## config.mk

```make
export PLATFORM = sky130hd
export DESIGN_NAME = boot_remap_decoder
export DESIGN_NICKNAME = d
export VERILOG_FILES = /design/src/rtl/boot_remap_pkg.sv /design/src/rtl/boot_remap_ctrl.sv /design/src/rtl/boot_remap_datapath.sv /design/src/rtl/boot_remap_decoder.sv
export SDC_FILE = /design/constraint.sdc
export NUM_CORES = 1
export LEC_CHECK = 0
export BUFFER_PORTS_ARGS = -buffer_cell sky130_fd_sc_hd__buf_2
export CORE_ASPECT_RATIO = 1.25
export CORE_UTILIZATION = 31
export CTS_CLUSTER_SIZE = 40
export DETAILED_ROUTE_END_ITERATION = 8
export MAX_ROUTING_LAYER = met4
export PLACE_DENSITY = 0.92
export SLEW_MARGIN = 20
export SYNTH_ARGS = -nofsm -noshare
export SYNTH_HDL_FRONTEND = slang
export SYNTH_SLANG_ARGS = --single-unit
```

## constraint.sdc

```tcl
create_clock -name clk -period 4.1 [get_ports clk]
set_clock_uncertainty 0.05 [all_clocks]
set_input_delay 0.41 -clock clk [delete_from_list [all_inputs] [get_ports clk]]
set_output_delay 0.41 -clock clk [all_outputs]
set_load 0.01 [all_outputs]
```

## src/rtl/boot_remap_pkg.sv

```systemverilog
package boot_remap_pkg;
  parameter int BR_NUM_CS = 8;
  localparam int BR_IDX_W = $clog2(BR_NUM_CS);
  localparam int BR_SW_W = BR_IDX_W + 1;

  // Strobes from the control half to the datapath
  typedef struct packed {
    logic                remapOn;
    logic                extBoot;
    logic [BR_IDX_W-1:0] bootIdx;
  } ctrlStrobes_t;
endpackage

```

## src/rtl/boot_remap_ctrl.sv

```systemverilog
module boot_remap_ctrl
  import boot_remap_pkg::*;
(
  input  logic               clk,
  input  logic               rstN,
  input  logic [BR_SW_W-1:0] bootSwitch,
  input  logic               clrReq,
  output ctrlStrobes_t       strobes
);
  logic               remapQ;
  logic [BR_SW_W-1:0] swQ;

  // The switch value follows the pins while reset is held and freezes at release
  always_ff @(posedge clk) begin
    if (!rstN) begin
      remapQ <= 1'b1;
      swQ    <= bootSwitch;
    end else if (clrReq) begin
      remapQ <= 1'b0;
    end
  end

  always_comb begin
    strobes.remapOn = remapQ;
    strobes.extBoot = swQ[BR_SW_W-1];
    strobes.bootIdx = swQ[BR_IDX_W-1:0];
  end
endmodule

```

## src/rtl/boot_remap_datapath.sv

```systemverilog
module boot_remap_datapath
  import boot_remap_pkg::*;
#(
  parameter int                ADDR_W      = 32,
  parameter int                NUM_CS      = BR_NUM_CS,
  parameter int                WIN_BITS    = 26,
  parameter int                EXT_BITS    = 28,
  parameter logic [ADDR_W-1:0] STATIC_BASE = 32'h4000_0000
) (
  input  logic              clk,
  input  logic              rstN,
  input  logic [ADDR_W-1:0] addrIn,
  input  logic              addrValid,
  input  ctrlStrobes_t      strobes,
  output logic [NUM_CS-1:0] staticCsN,
  output logic              dramSel,
  output logic              extMasterSel,
  output logic              decodeMiss
);
  localparam int IDX_W = BR_IDX_W;
  localparam logic [ADDR_W:0] BASE_X = {1'b0, STATIC_BASE};
  localparam logic [ADDR_W:0] END_X  = BASE_X + ((ADDR_W+1)'(NUM_CS) << WIN_BITS);

  logic [ADDR_W:0]   addrX;
  logic              inStatic, inLow, inBoot, inExt;
  logic              hitExt, hitBoot, hitStatic, hitDram, hitMiss;
  logic [IDX_W-1:0]  selIdx;
  logic [NUM_CS-1:0] csHit;

  always_comb begin
    addrX     = {1'b0, addrIn};
    inStatic  = (addrX >= BASE_X) && (addrX < END_X);
    inLow     = addrX < BASE_X;
    inBoot    = (addrIn >> WIN_BITS) == '0;
    inExt     = (addrIn >> EXT_BITS) == '0;
    hitExt    = strobes.remapOn && strobes.extBoot && inExt;
    hitBoot   = strobes.remapOn && !strobes.extBoot && inBoot;
    // The static region base is aligned to its total size, so the window number is an address slice
    selIdx    = hitBoot ? strobes.bootIdx : addrIn[WIN_BITS +: IDX_W];
    hitStatic = !hitExt && (hitBoot || inStatic);
    hitDram   = !hitExt && !hitBoot && inLow;
    hitMiss   = !hitExt && !hitStatic && !hitDram;
  end

  for (genvar i = 0; i < NUM_CS; i++) begin : g_cs
    assign csHit[i] = hitStatic && (selIdx == IDX_W'(i));
  end

  always_ff @(posedge clk) begin
    if (!rstN || !addrValid) begin
      staticCsN    <= '1;
      dramSel      <= 1'b0;
      extMasterSel <= 1'b0;
      decodeMiss   <= 1'b0;
    end else begin
      staticCsN    <= ~csHit;
      dramSel      <= hitDram;
      extMasterSel <= hitExt;
      decodeMiss   <= hitMiss;
    end
  end
endmodule

```

## src/rtl/boot_remap_decoder.sv

```systemverilog
module boot_remap_decoder
  import boot_remap_pkg::*;
#(
  parameter int                ADDR_W      = 32,
  parameter int                NUM_CS      = BR_NUM_CS,
  parameter int                WIN_BITS    = 26,
  parameter int                EXT_BITS    = 28,
  parameter logic [ADDR_W-1:0] STATIC_BASE = 32'h4000_0000,
  parameter int                CTRL_W      = 32,
  parameter int                CLR_BIT     = 0
) (
  input  logic               clk,
  input  logic               rstN,
  input  logic [ADDR_W-1:0]  addrIn,
  input  logic               addrValid,
  input  logic [BR_SW_W-1:0] bootSwitch,
  input  logic               ctrlWrEn,
  input  logic [CTRL_W-1:0]  ctrlWrData,
  output logic [NUM_CS-1:0]  staticCsN,
  output logic               expCsN,
  output logic               dramSel,
  output logic               extMasterSel,
  output logic               decodeMiss,
  output logic               remapActive
);
  ctrlStrobes_t strobes;
  logic         clrReq;
  logic         unusedWrBits;

  assign clrReq       = ctrlWrEn && ctrlWrData[CLR_BIT];
  assign unusedWrBits = ^ctrlWrData;

  boot_remap_ctrl ctrl_i (
    .clk(clk), .rstN(rstN), .bootSwitch(bootSwitch), .clrReq(clrReq), .strobes(strobes)
  );

  boot_remap_datapath #(
    .ADDR_W(ADDR_W), .NUM_CS(NUM_CS), .WIN_BITS(WIN_BITS),
    .EXT_BITS(EXT_BITS), .STATIC_BASE(STATIC_BASE)
  ) dp_i (
    .clk(clk), .rstN(rstN), .addrIn(addrIn), .addrValid(addrValid), .strobes(strobes),
    .staticCsN(staticCsN), .dramSel(dramSel), .extMasterSel(extMasterSel),
    .decodeMiss(decodeMiss)
  );

  assign expCsN      = staticCsN[NUM_CS-1];
  assign remapActive = strobes.remapOn;
endmodule

```

==> results of run 1 <==
[cells in the mapped netlist]
cell type  instances  share of area, %
inv_1              2               1.2
a21oi_1            2               1.7
edfxtp_1           4                20
or3_4              1               1.9
o21ai_0            2               1.7
nand2_1           14               8.7
buf_4              1               1.2
and3b_1            1               1.4
nor3b_4            1               3.1
nor3b_2            1               2.1
dfxtp_1           12                40
a41oi_1            2               2.9
and2_1             1               1.0
o31ai_1            1               1.2
nor2_1             3               1.9
and4_1             1               1.4
nand2b_1           1               1.0
nand3_1            1              0.83
o211ai_1           1               1.2
nor3_4             1               2.7
nor4b_1            1               1.4
nor3_2             1               1.7
[cell type report]
cell class,instances,area (µm²)
multi-input combinational,36,229
sequential,16,360
fill,170,1020
tap,19,23.8
inverter,2,7.51
clock buffer,4,36.3
timing repair buffer,27,135
[cells by family after synthesis]
kind of cell | count (synthesis) | synth area share (%)
DFF | 16 | 59.6
and+or+nand+nor | 28 | 29.2
AOI/OAI and AO/OA | 8 | 8.70
buffers and inverters | 3 | 2.49
[sequential cells by signal, indices dropped and copies added, names as in the netlist]
| name | cells |
|---|---|
| dp_i.extMasterSel | 1 |
| dp_i.decodeMiss | 1 |
| dp_i.staticCsN | 8 |
| ctrl_i.remapQ | 1 |
| dp_i.dramSel | 1 |
| ctrl_i.swQ | 4 |
[final timing paths]
kind,from,endpoint,slack [ns]
worst max register to register,ctrl_i.swQ[3],dp_i.staticCsN[7],2.63
worst max-delay path,ctrl_i.swQ[3],dp_i.staticCsN[7],2.63
worst min-delay path,bootSwitch[1],ctrl_i.swQ[1],0.24
worst min register to register,ctrl_i.remapQ,ctrl_i.remapQ,0.44
[through the flow]
stage	hold WS, ns	setup slack, ns
after CTS	0.235	2.64
after global placement	0.410	2.58
final	0.241	2.63
after floorplan	0.422	2.77
after detailed placement	0.429	2.56
after global routing	0.227	2.46
[power by group through the flow]
stage	Sequential (µW)	Clock (µW)	Combinational [µW]
after floorplan	174	0	11.4
final	170	101	25.3
after global routing	171	113	28.6
after CTS	170	104	25.5
after global placement	173	0	24.7
after detailed placement	174	0	25.5
[worst max-delay path: stages, from the launching register on]
cell and delay (ns):
edfxtp_1 0.45, nor3b_4 0.29, a41oi_1 0.19, nor3_2 0.30
nand2_1 0.08
[placed cells by master, fill, tap and decap left out, drive strengths merged]
cell type / synthesis / routed
nand3: 1 / 1
nor2: 3 / 3
and2: 1 / 1
o211ai: 1 / 1
nand2b: 1 / 1
and3b: 1 / 1
a41oi: 2 / 2
nand2: 14 / 14
clkbuf: 0 / 4
nor3b: 2 / 2
o21ai: 2 / 2
o31ai: 1 / 1
edfxtp: 4 / 4
or3: 1 / 1
dfxtp: 12 / 12
buf: 1 / 27
inv: 2 / 2
a21oi: 2 / 2
nor3: 2 / 2
nor4b: 1 / 1
and4: 1 / 1
[per-layer routing]
layer  vias up  share of wire [%]
met1       199                 38
met4         0                3.5
met5         -                  0
li1        253                  -
met3         5                 12
met2        27                 47
==> metrics.md, run 1 <==
| Metric | Value |
|---|---|
| CTS tree | `done` |
| Fraction of power spent switching nets | `21.5%` |
| Die extent in x | `41.5 µm` |
| Number of global-route vias before repair | `417` |
| First-pass GRT wire length | `1620 µm` |
| Warnings from Yosys | `0` |
| PnR Total Power | `297 µW` |
| Layout Area Growth over Synthesis | `31.1%` |
| Net Count, Synth | `127` |
| Arrival @ worst endpoint | `1.59 ns` |
| Class of the tightest hold or removal check | `in -> reg` |
| Routability-driven placement congestion ratio | `0.720` |
| Area of placed instances | `756 µm²` |
| Share of the cycle needed by the critical path after routing | `35.8%` |
| Maximum clock frequency | `0.682 GHz` |
| Number of antenna diodes | `0` |
| Clock network latency to the later pin of the worst-skew pair | `0.29 ns` |
| Number of antenna violations at the first check in global routing | `0` |
| Net switching component of the power | `63.8 µW` |
| Final core area utilization | `43.8%` |
| Half-perimeter wire length after detailed placement | `810 µm` |
| Starting density of the core | `33.4%` |
| Number of max-cap violations | `0` |
| Critical Path Fanout Max | `5` |
| Post-layout instance count excluding filler cells | `104` |
| Clock Path Buffers | `2` |
| Leftover overflow at the end of global routing | `0` |
| Total routed wirelength | `965 µm` |
| # H-tree levels | `1` |
| Accumulated negative setup slack | `0 ns` |
| Most used routing layer in global routing | `met2` |
| Flip-flop and latch count after synthesis | `16` |
| Dpl cells | `100` |
| DRT iter0 DRCs | `4` |
| Wirelength per Cell | `9.28 µm` |
| Number of vias in the routed layout | `484` |
| Internal power of the cells | `233 µW` |
| Post-route DRC | `0` |
| Largest net degree at the start of global routing | `10` |
| Global Route Usage Sum | `11.0%` |
| Max-slew violation total from the final report | `0` |
| Pre-Repair DR Iteration Count | `4` |
| IR drop worst, VDD | `0.199 mV` |
| Count of cell types in the netlist | `22` |
| CTS sink count | `16` |
| Met3 layer usage reported by global route | `6.36%` |
| Cell area after technology mapping | `604 µm²` |
| Buffers on Ports | `27` |
| Proportion of power drawn by flip-flops and latches | `57.3%` |
| Count of final setup violators | `0` |
| Fraction of layout cells with a size suffix above 1 | `42.4%` |
| Number of setup buffers added after CTS | `0` |
| Boundary pin count | `85` |
| Post-layout instance area | `792 µm²` |
| Post-CTS Hold Fix Bufs | `0` |
| Type of origin of the critical path | `flip-flop` |
| Met2 Track Usage GR | `16.1%` |
| Clk pin slew, worst setup/hold paths | `0.08 ns` |
| Mean number of vias per cell | `4.65` |
| Rows | `17` |
| Number of gates resized after cts | `0` |
| Mean instance size in the synthesized netlist | `11.0 µm²` |
| Net total in the final layout | `158` |
| Max transition margin | `81.2%` |
| Core area | `0.00181 mm²` |
| Unrepaired setup endpoints after global routing | `no` |
| Clock root buffer master | `clkbuf_4` |
| Type of the setup path with the least slack | `reg -> reg` |
| Antenna viol nets, final | `0` |
| Number of standard cells after synthesis | `55` |
| Area of the die | `0.00213 mm²` |
| Shortest period the worst path allows | `1.47 ns` |
| Clk network pwr share | `34.1%` |
| Hold-critical path depth | `1` |
| Number of buffers inserted during clock tree synthesis | `3` |
| Die boundary height | `51.4 µm` |
| Number of failing hold endpoints at the final stage | `0` |
| R2r worst-path depth | `4` |
| Proportion of synthesized chip area in sequential cells | `59.6%` |
| Endpoint class of the critical path | `flip-flop` |
| Power share of the combinational group | `8.5%` |
| Slew at the pin with the worst max-slew slack | `0.281 ns` |
| Leakage power total | `0.000326 µW` |
| Met1 capacity usage during global routing | `10.2%` |
| Result of the run | `finished, final reports clean` |
| Total power per unit cell area | `375 mW/mm²` |
| Worst Path Required | `4.23 ns` |
Power figures use the tool's default switching activity.
==> inputs of run 2 (changes only) <==
--- a/config.mk
+++ b/config.mk
@@ -7,11 +7,11 @@
 export LEC_CHECK = 0
 export BUFFER_PORTS_ARGS = -buffer_cell sky130_fd_sc_hd__buf_2
 export CORE_ASPECT_RATIO = 1.25
-export CORE_UTILIZATION = 31
+export CORE_UTILIZATION = 29
 export CTS_CLUSTER_SIZE = 40
 export DETAILED_ROUTE_END_ITERATION = 8
 export MAX_ROUTING_LAYER = met4
-export PLACE_DENSITY = 0.92
+export PLACE_DENSITY = 0.87
 export SLEW_MARGIN = 20
 export SYNTH_ARGS = -nofsm -noshare
 export SYNTH_HDL_FRONTEND = slang
==> constraint.sdc (replaced) <==
create_clock -name clk -period 1.35 [get_ports clk]
set_clock_uncertainty 0.05 [all_clocks]
set_input_delay 0.135 -clock clk [delete_from_list [all_inputs] [get_ports clk]]
set_output_delay 0.135 -clock clk [all_outputs]
set_load 0.01 [all_outputs]
==> run 2 against run 1 <==
Net effect:
- global-route usage down 0.25 points
- the run now ends with negative setup slack left
- critical path depth unchanged
- non-clock buffer count up 8
- cell area up 12%
- cell count up 8.7%
- utilization up 1.3 points
- sequential power rose to 3.1 times the previous value
- critical path type unchanged
- clock power rose to 2.5 times the previous value
==> metrics.md, run 2 (synthesis results as in run 1) <==
| Metric | Value |
|---|---|
| Largest net degree at the start of global routing | `10` |
| Area of the die | `0.00227 mm²` |
| Half-perimeter wire length after detailed placement | `813 µm` |
| Fraction of layout cells with a size suffix above 1 | `45.2%` |
| Max transition margin | `76.0%` |
| Number of global-route vias before repair | `432` |
| Shortest period the worst path allows | `1.42 ns` |
| Arrival @ worst endpoint | `1.55 ns` |
| Share of the cycle needed by the critical path after routing | `105%` |
| Boundary pin count | `85` |
| Flop-to-flop setup slack | `-0.07 ns` |
| R2r worst-path depth | `4` |
| Number of vias in the routed layout | `539` |
| Clock Path Buffers | `2` |
| PnR Total Power | `879 µW` |
| Net total in the final layout | `166` |
| Final Worst Setup Slack | `-0.0664 ns` |
| Worst Path Required | `1.48 ns` |
| Buffers on Ports | `27` |
| Most frequent standard cell in the layout excluding fill and tap cells | `buf_2` |
| Total power per unit cell area | `994 mW/mm²` |
| Number of antenna violations at the first check in global routing | `0` |
| Met2 Track Usage GR | `18.7%` |
| Max reg flops | `8` |
| Unrepaired setup endpoints after global routing | `yes` |
| Registers with the most flip-flops | `dp_i.staticCsN: 8 flops, ctrl_i.swQ: 4 flops` |
| Violations in the final reports | `negative setup slack` |
| Core area | `0.00196 mm²` |
| Number of failing hold endpoints at the final stage | `0` |
| Hold-critical path depth | `3` |
| Met3 layer usage reported by global route | `4.10%` |
| Number of max-cap violations | `0` |
| Maximum clock frequency | `0.706 GHz` |
| Die boundary height | `53.0 µm` |
| CTS sink count | `16` |
| Clk pin slew, worst setup/hold paths | `0.09 ns` |
| Number of buffers inserted during clock tree synthesis | `3` |
| Rows | `18` |
| Class of the tightest hold or removal check | `in -> reg` |
| Leakage power total | `0.000365 µW` |
| Type of the setup path with the least slack | `reg -> reg` |
| Critical Path Fanout Max | `4` |
| Wirelength per Cell | `10.1 µm` |
| First-pass GRT wire length | `1660 µm` |
| Routability-driven placement congestion ratio | `0.728` |
| Clock root buffer master | `clkbuf_4` |
| DRT iter0 DRCs | `3` |
| RR Endpoint | `dp_i.staticCsN[0]` |
| Met1 capacity usage during global routing | `9.49%` |
| Total routed wirelength | `1140 µm` |
| IR drop worst, VDD | `0.485 mV` |
| Antenna viol nets, final | `0` |
| Min-Delay Endpoint | `dp_i.staticCsN[2]` |
| Type of origin of the critical path | `flip-flop` |
| Post-layout instance count excluding filler cells | `113` |
| Most used routing layer in global routing | `met2` |
| # H-tree levels | `1` |
| Pre-Repair DR Iteration Count | `4` |
| Global Route Usage Sum | `10.8%` |
| Slew at the pin with the worst max-slew slack | `0.358 ns` |
| Worst R2R Start | `ctrl_i.swQ[3]` |
| Starting density of the core | `30.8%` |
| Number of antenna diodes | `0` |
| Max-slew violation total from the final report | `0` |
| Die extent in x | `42.8 µm` |
| Dpl cells | `102` |
| Leftover overflow at the end of global routing | `0` |
| Count of final setup violators | `8` |
| Layout Area Growth over Synthesis | `46.4%` |
| Clock network latency to the later pin of the worst-skew pair | `0.29 ns` |
| Top library cells by usage in the layout, fill and taps aside | `buf_2 (27), nand2_1 (14), dfxtp_1 (12), dlygate4sd3_1 (5), edfxtp_1 (4)` |
| Reg with most FFs | `dp_i.staticCsN` |
| Result of the run | `finished, violations left` |
| Post-route DRC | `0` |
| CTS tree | `done` |
| Worst min-delay path startpoint | `addrIn[26]` |
| Mean number of vias per cell | `4.77` |
| Endpoint class of the critical path | `flip-flop` |
| Final hold slack | `0.0390 ns` |
==> run 2: worst max path at each step <==
| stage | from | endpoint | slack (ns) | cells after the start |
|---|---|---|---|---|
| after floorplan | ctrl_i.swQ[3] | dp_i.staticCsN[4] | 0.02 | 4 |
| after global routing | ctrl_i.swQ[3] | dp_i.staticCsN[0] | -0.13 | 4 |
| final | ctrl_i.swQ[3] | dp_i.staticCsN[0] | -0.07 | 4 |
| after detailed placement | ctrl_i.swQ[3] | dp_i.staticCsN[5] | -0.09 | 4 |
| after CTS | ctrl_i.swQ[3] | dp_i.staticCsN[0] | -0.04 | 4 |
| after global placement | ctrl_i.swQ[3] | dp_i.staticCsN[5] | -0.05 | 4 |
==> run 2: per-stage QoR <==
step,TNS [ns],setup slack (ns),instance area (µm²),utilization (%)
after floorplan,0,0.0179,604,-
after global placement,-0.218,-0.0518,764,39.0
after detailed placement,-0.511,-0.0903,764,39.0
after CTS,-0.271,-0.0417,861,43.9
after global routing,-0.938,-0.128,885,45.1
final,-0.457,-0.0664,885,45.1
==> run 2: critical path: stages, from the launching register on <==
cell and delay [ns]:
edfxtp_1 0.45, nor3b_4 0.29, a21oi_2 0.13, nor3b_2 0.30, nand2_1 0.09
==> run 2: per-layer routing <==
layer | share of wire [%] | vias to the layer above
met3 | 5.6 | 7
met1 | 37 | 241
met2 | 55 | 22
met5 | 0 | -
met4 | 3.0 | 0
li1 | - | 269
==> run 2: layout make-up <==
type | count | area, µm²
clock buffers | 3 | 22.5
multi-input cells | 36 | 258
fillers | 180 | 1070
flip-flops and latches | 16 | 360
clock inverters | 1 | 3.75
well taps | 20 | 25.0
repair buffers | 35 | 208
inverters | 2 | 7.51
==> run 2: where the power goes <==
| part | leakage, µW | internal [µW] | switching, µW |
|---|---|---|---|
| clock network | 0.0000154 | 108 | 147 |
| logic | 0.000213 | 54.9 | 51.7 |
| registers | 0.000137 | 507 | 11.5 |
==> run 2: repair_timing <==
| item | CTS | global route |
|---|---|---|
| hold endpoints to repair | 5 | 0 |
| setup endpoints to repair | 8 | 8 |
| pin swaps | 3 | 4 |
| setup buffers | 1 | 1 |
| gates resized for setup | 2 | 3 |
| hold buffers | 5 | 0 |
==> inputs of run 3 (changes only) <==
--- a/config.mk
+++ b/config.mk
@@ -10,6 +10,8 @@
 export CORE_UTILIZATION = 29
 export CTS_CLUSTER_SIZE = 40
 export DETAILED_ROUTE_END_ITERATION = 8
+export GPL_TIMING_DRIVEN = 0
+export HOLD_SLACK_MARGIN = 0.08
 export MAX_ROUTING_LAYER = met4
 export PLACE_DENSITY = 0.87
 export SLEW_MARGIN = 20
==> run 3 against run 2 <==
Net effect:
- the flow still finishes with violations (negative setup slack)
- worst hold slack improved by 0.066 ns
- utilization rose by 3.4 points
- sequential power about the same
==> metrics.md, run 3 (synthesis results as in run 1) <==
| Metric | Value |
|---|---|
| First-pass GRT wire length | `2350 µm` |
| Starting density of the core | `30.8%` |
| Clock root buffer master | `clkbuf_4` |
| Internal power of the cells | `681 µW` |
| Net switching component of the power | `208 µW` |
| Wirelength per Cell | `11.4 µm` |
| Final Worst Setup Slack | `-0.0660 ns` |
| Top library cells by usage in the layout, fill and taps aside | `buf_2 (27), nand2_1 (14), dlygate4sd3_1 (14), dfxtp_1 (12), edfxtp_1 (4)` |
| Half-perimeter wire length after detailed placement | `857 µm` |
| Clock Path Buffers | `2` |
| Mean number of vias per cell | `4.85` |
| Stage delay of the slowest cell on the critical path | `0.44 ns` |
| Number of failing hold endpoints at the final stage | `0` |
| Count of final setup violators | `8` |
| Arrival @ worst endpoint | `1.54 ns` |
| Unrepaired setup endpoints after global routing | `yes` |
| CTS tree | `done` |
| Die boundary height | `53.0 µm` |
| Area of placed instances | `764 µm²` |
| Worst Path Required | `1.47 ns` |
| Crit path launch | `ctrl_i.swQ[3]` |
| Die extent in x | `42.8 µm` |
| Routability-driven placement congestion ratio | `0.726` |
| Result of the run | `finished, violations left` |
| DRT iter0 DRCs | `8` |
| Slew at the pin with the worst max-slew slack | `0.304 ns` |
| Total power per unit cell area | `935 mW/mm²` |
| Power share of the combinational group | `13.4%` |
| Number of antenna diodes | `0` |
| Critical Path Fanout Max | `5` |
| Number of inserted filler cells in the final layout | `179` |
| Number of max-cap violations | `0` |
| Post-layout instance count excluding filler cells | `121` |
| CTS sink count | `16` |
| Largest net degree at the start of global routing | `10` |
| RR Endpoint | `dp_i.staticCsN[5]` |
| Accumulated negative setup slack | `-0.467 ns` |
| Worst R2R Start | `ctrl_i.swQ[3]` |
| Clk pin slew, worst setup/hold paths | `0.09 ns` |
| Antenna viol nets, final | `0` |
| Timing endpoint of the critical path | `dp_i.staticCsN[5]` |
| R2r worst-path depth | `4` |
| Critical Path, Cell by Cell | `nor3b_4 > a41oi_2 > nor3_2 > nand2_1` |
| Maximum clock frequency | `0.706 GHz` |
| Total routed wirelength | `1380 µm` |
| Reg with most FFs | `dp_i.staticCsN` |
| Most frequent standard cell in the layout excluding fill and tap cells | `buf_2` |
| Global Route Usage Sum | `15.0%` |
| Violations in the final reports | `negative setup slack` |
| Proportion of power drawn by flip-flops and latches | `58.3%` |
| Number of antenna violations at the first check in global routing | `0` |
| Max transition margin | `79.6%` |
| Endpoint class of the critical path | `flip-flop` |
| Clock network latency to the later pin of the worst-skew pair | `0.28 ns` |
| Registers with the most flip-flops | `dp_i.staticCsN: 8 flops, ctrl_i.swQ: 4 flops` |
| Shortest period the worst path allows | `1.42 ns` |
| Max-slew violation total from the final report | `0` |
| Wire length on met1 | `501 µm` |
| Share of the cycle needed by the critical path after routing | `105%` |
| Final hold slack | `0.105 ns` |
| Leftover overflow at the end of global routing | `0` |
| Number of vias in the routed layout | `587` |
| Post-route DRC | `0` |
| Number of global-route vias before repair | `579` |
| Class of the tightest hold or removal check | `in -> reg` |
| Buffers on Ports | `27` |
| Rows | `18` |
| Number of buffers inserted during clock tree synthesis | `3` |
| Dpl cells | `102` |
| IR drop worst, VDD | `0.486 mV` |
| # H-tree levels | `1` |
| Routed length on met2 | `795 µm` |
| Area of the die | `0.00227 mm²` |
| Clk network pwr share | `28.3%` |
| Type of the setup path with the least slack | `reg -> reg` |
| Leakage power total | `0.000386 µW` |
| Fraction of layout cells with a size suffix above 1 | `38.6%` |
| Worst path slowest cell | `edfxtp_1` |
| Fraction of power spent switching nets | `23.4%` |
| Boundary pin count | `85` |
| DR top layer | `met4` |
| Met3 wire length | `74 µm` |
| Net total in the final layout | `174` |
| Type of origin of the critical path | `flip-flop` |
| Flop-to-flop setup slack | `-0.07 ns` |
| Core area | `0.00196 mm²` |
| Pre-Repair DR Iteration Count | `4` |
| Layout Area Growth over Synthesis | `57.3%` |
| Max reg flops | `8` |
| Post-layout instance area | `951 µm²` |
==> run 3: how the worst min path moves through the flow <==
stage | depth (start not counted) | slack, ns | start | to
floorplan | 1 | 0.15 | rstN | ctrl_i.remapQ
global placement | 1 | 0.26 | bootSwitch[3] | ctrl_i.swQ[3]
detailed placement | 1 | 0.26 | bootSwitch[0] | ctrl_i.swQ[0]
CTS | 3 | 0.09 | addrIn[29] | dp_i.decodeMiss
global route | 2 | 0.11 | rstN | dp_i.extMasterSel
finish | 3 | 0.11 | addrIn[29] | dp_i.decodeMiss
==> run 3: cell type report <==
cell class                      instances  area, µm²  share of cell area, %
Clock inverter                          1       3.75                  0.395
Timing Repair Buffer                   42        283                   29.7
Buffer                                  1       7.51                  0.789
Clock buffer                            3       22.5                   2.37
Sequential cell                        16        360                   37.9
Tap cell                               20       25.0                   2.63
Multi-Input combinational cell         36        241                   25.4
Inverter                                2       7.51                  0.789
==> run 3: per-layer routing <==
layer,track usage (%),vias up
met3,3.07,2
met1,13.9,278
met5,-,-
li1,-,284
met2,27.8,23
met4,9.38,0
==> run 3: power groups by stage <==
stage	clock network, µW	registers (µW)	logic, µW
2_1_floorplan	0	529	34.7
3_3_place_gp	0	527	74.8
3_5_place_dp	0	528	78.2
4_1_cts	266	517	114
5_1_grt	299	521	130
6_report	251	519	119
==> run 3: critical path, delay by kind of cell (launching register included) <==
| kind | cells | cell delay [ns] |
|---|---|---|
| AND/OR/NAND/NOR | 3 | 0.66 |
| AO/OA/AOI/OAI | 1 | 0.16 |
| flip-flops | 1 | 0.44 |
==> run 3: what timing repair did <==
item	4_1_cts	5_1_grt
setup buffers	1	0
setup endpoints to repair	8	8
pin swaps	5	2
resized for setup	1	1
hold buffers	14	0
hold endpoints to repair	11	0
==> run 3: stage by stage <==
stage / total power [µW] / utilization [%] / setup slack, ns
after CTS: 897 / 48.3 / -0.0474
after floorplan: 564 / - / 0.0179
after global routing: 950 / 48.5 / -0.166
after global placement: 602 / 39.0 / -0.0788
after detailed placement: 606 / 39.0 / -0.116
final: 889 / 48.5 / -0.0660
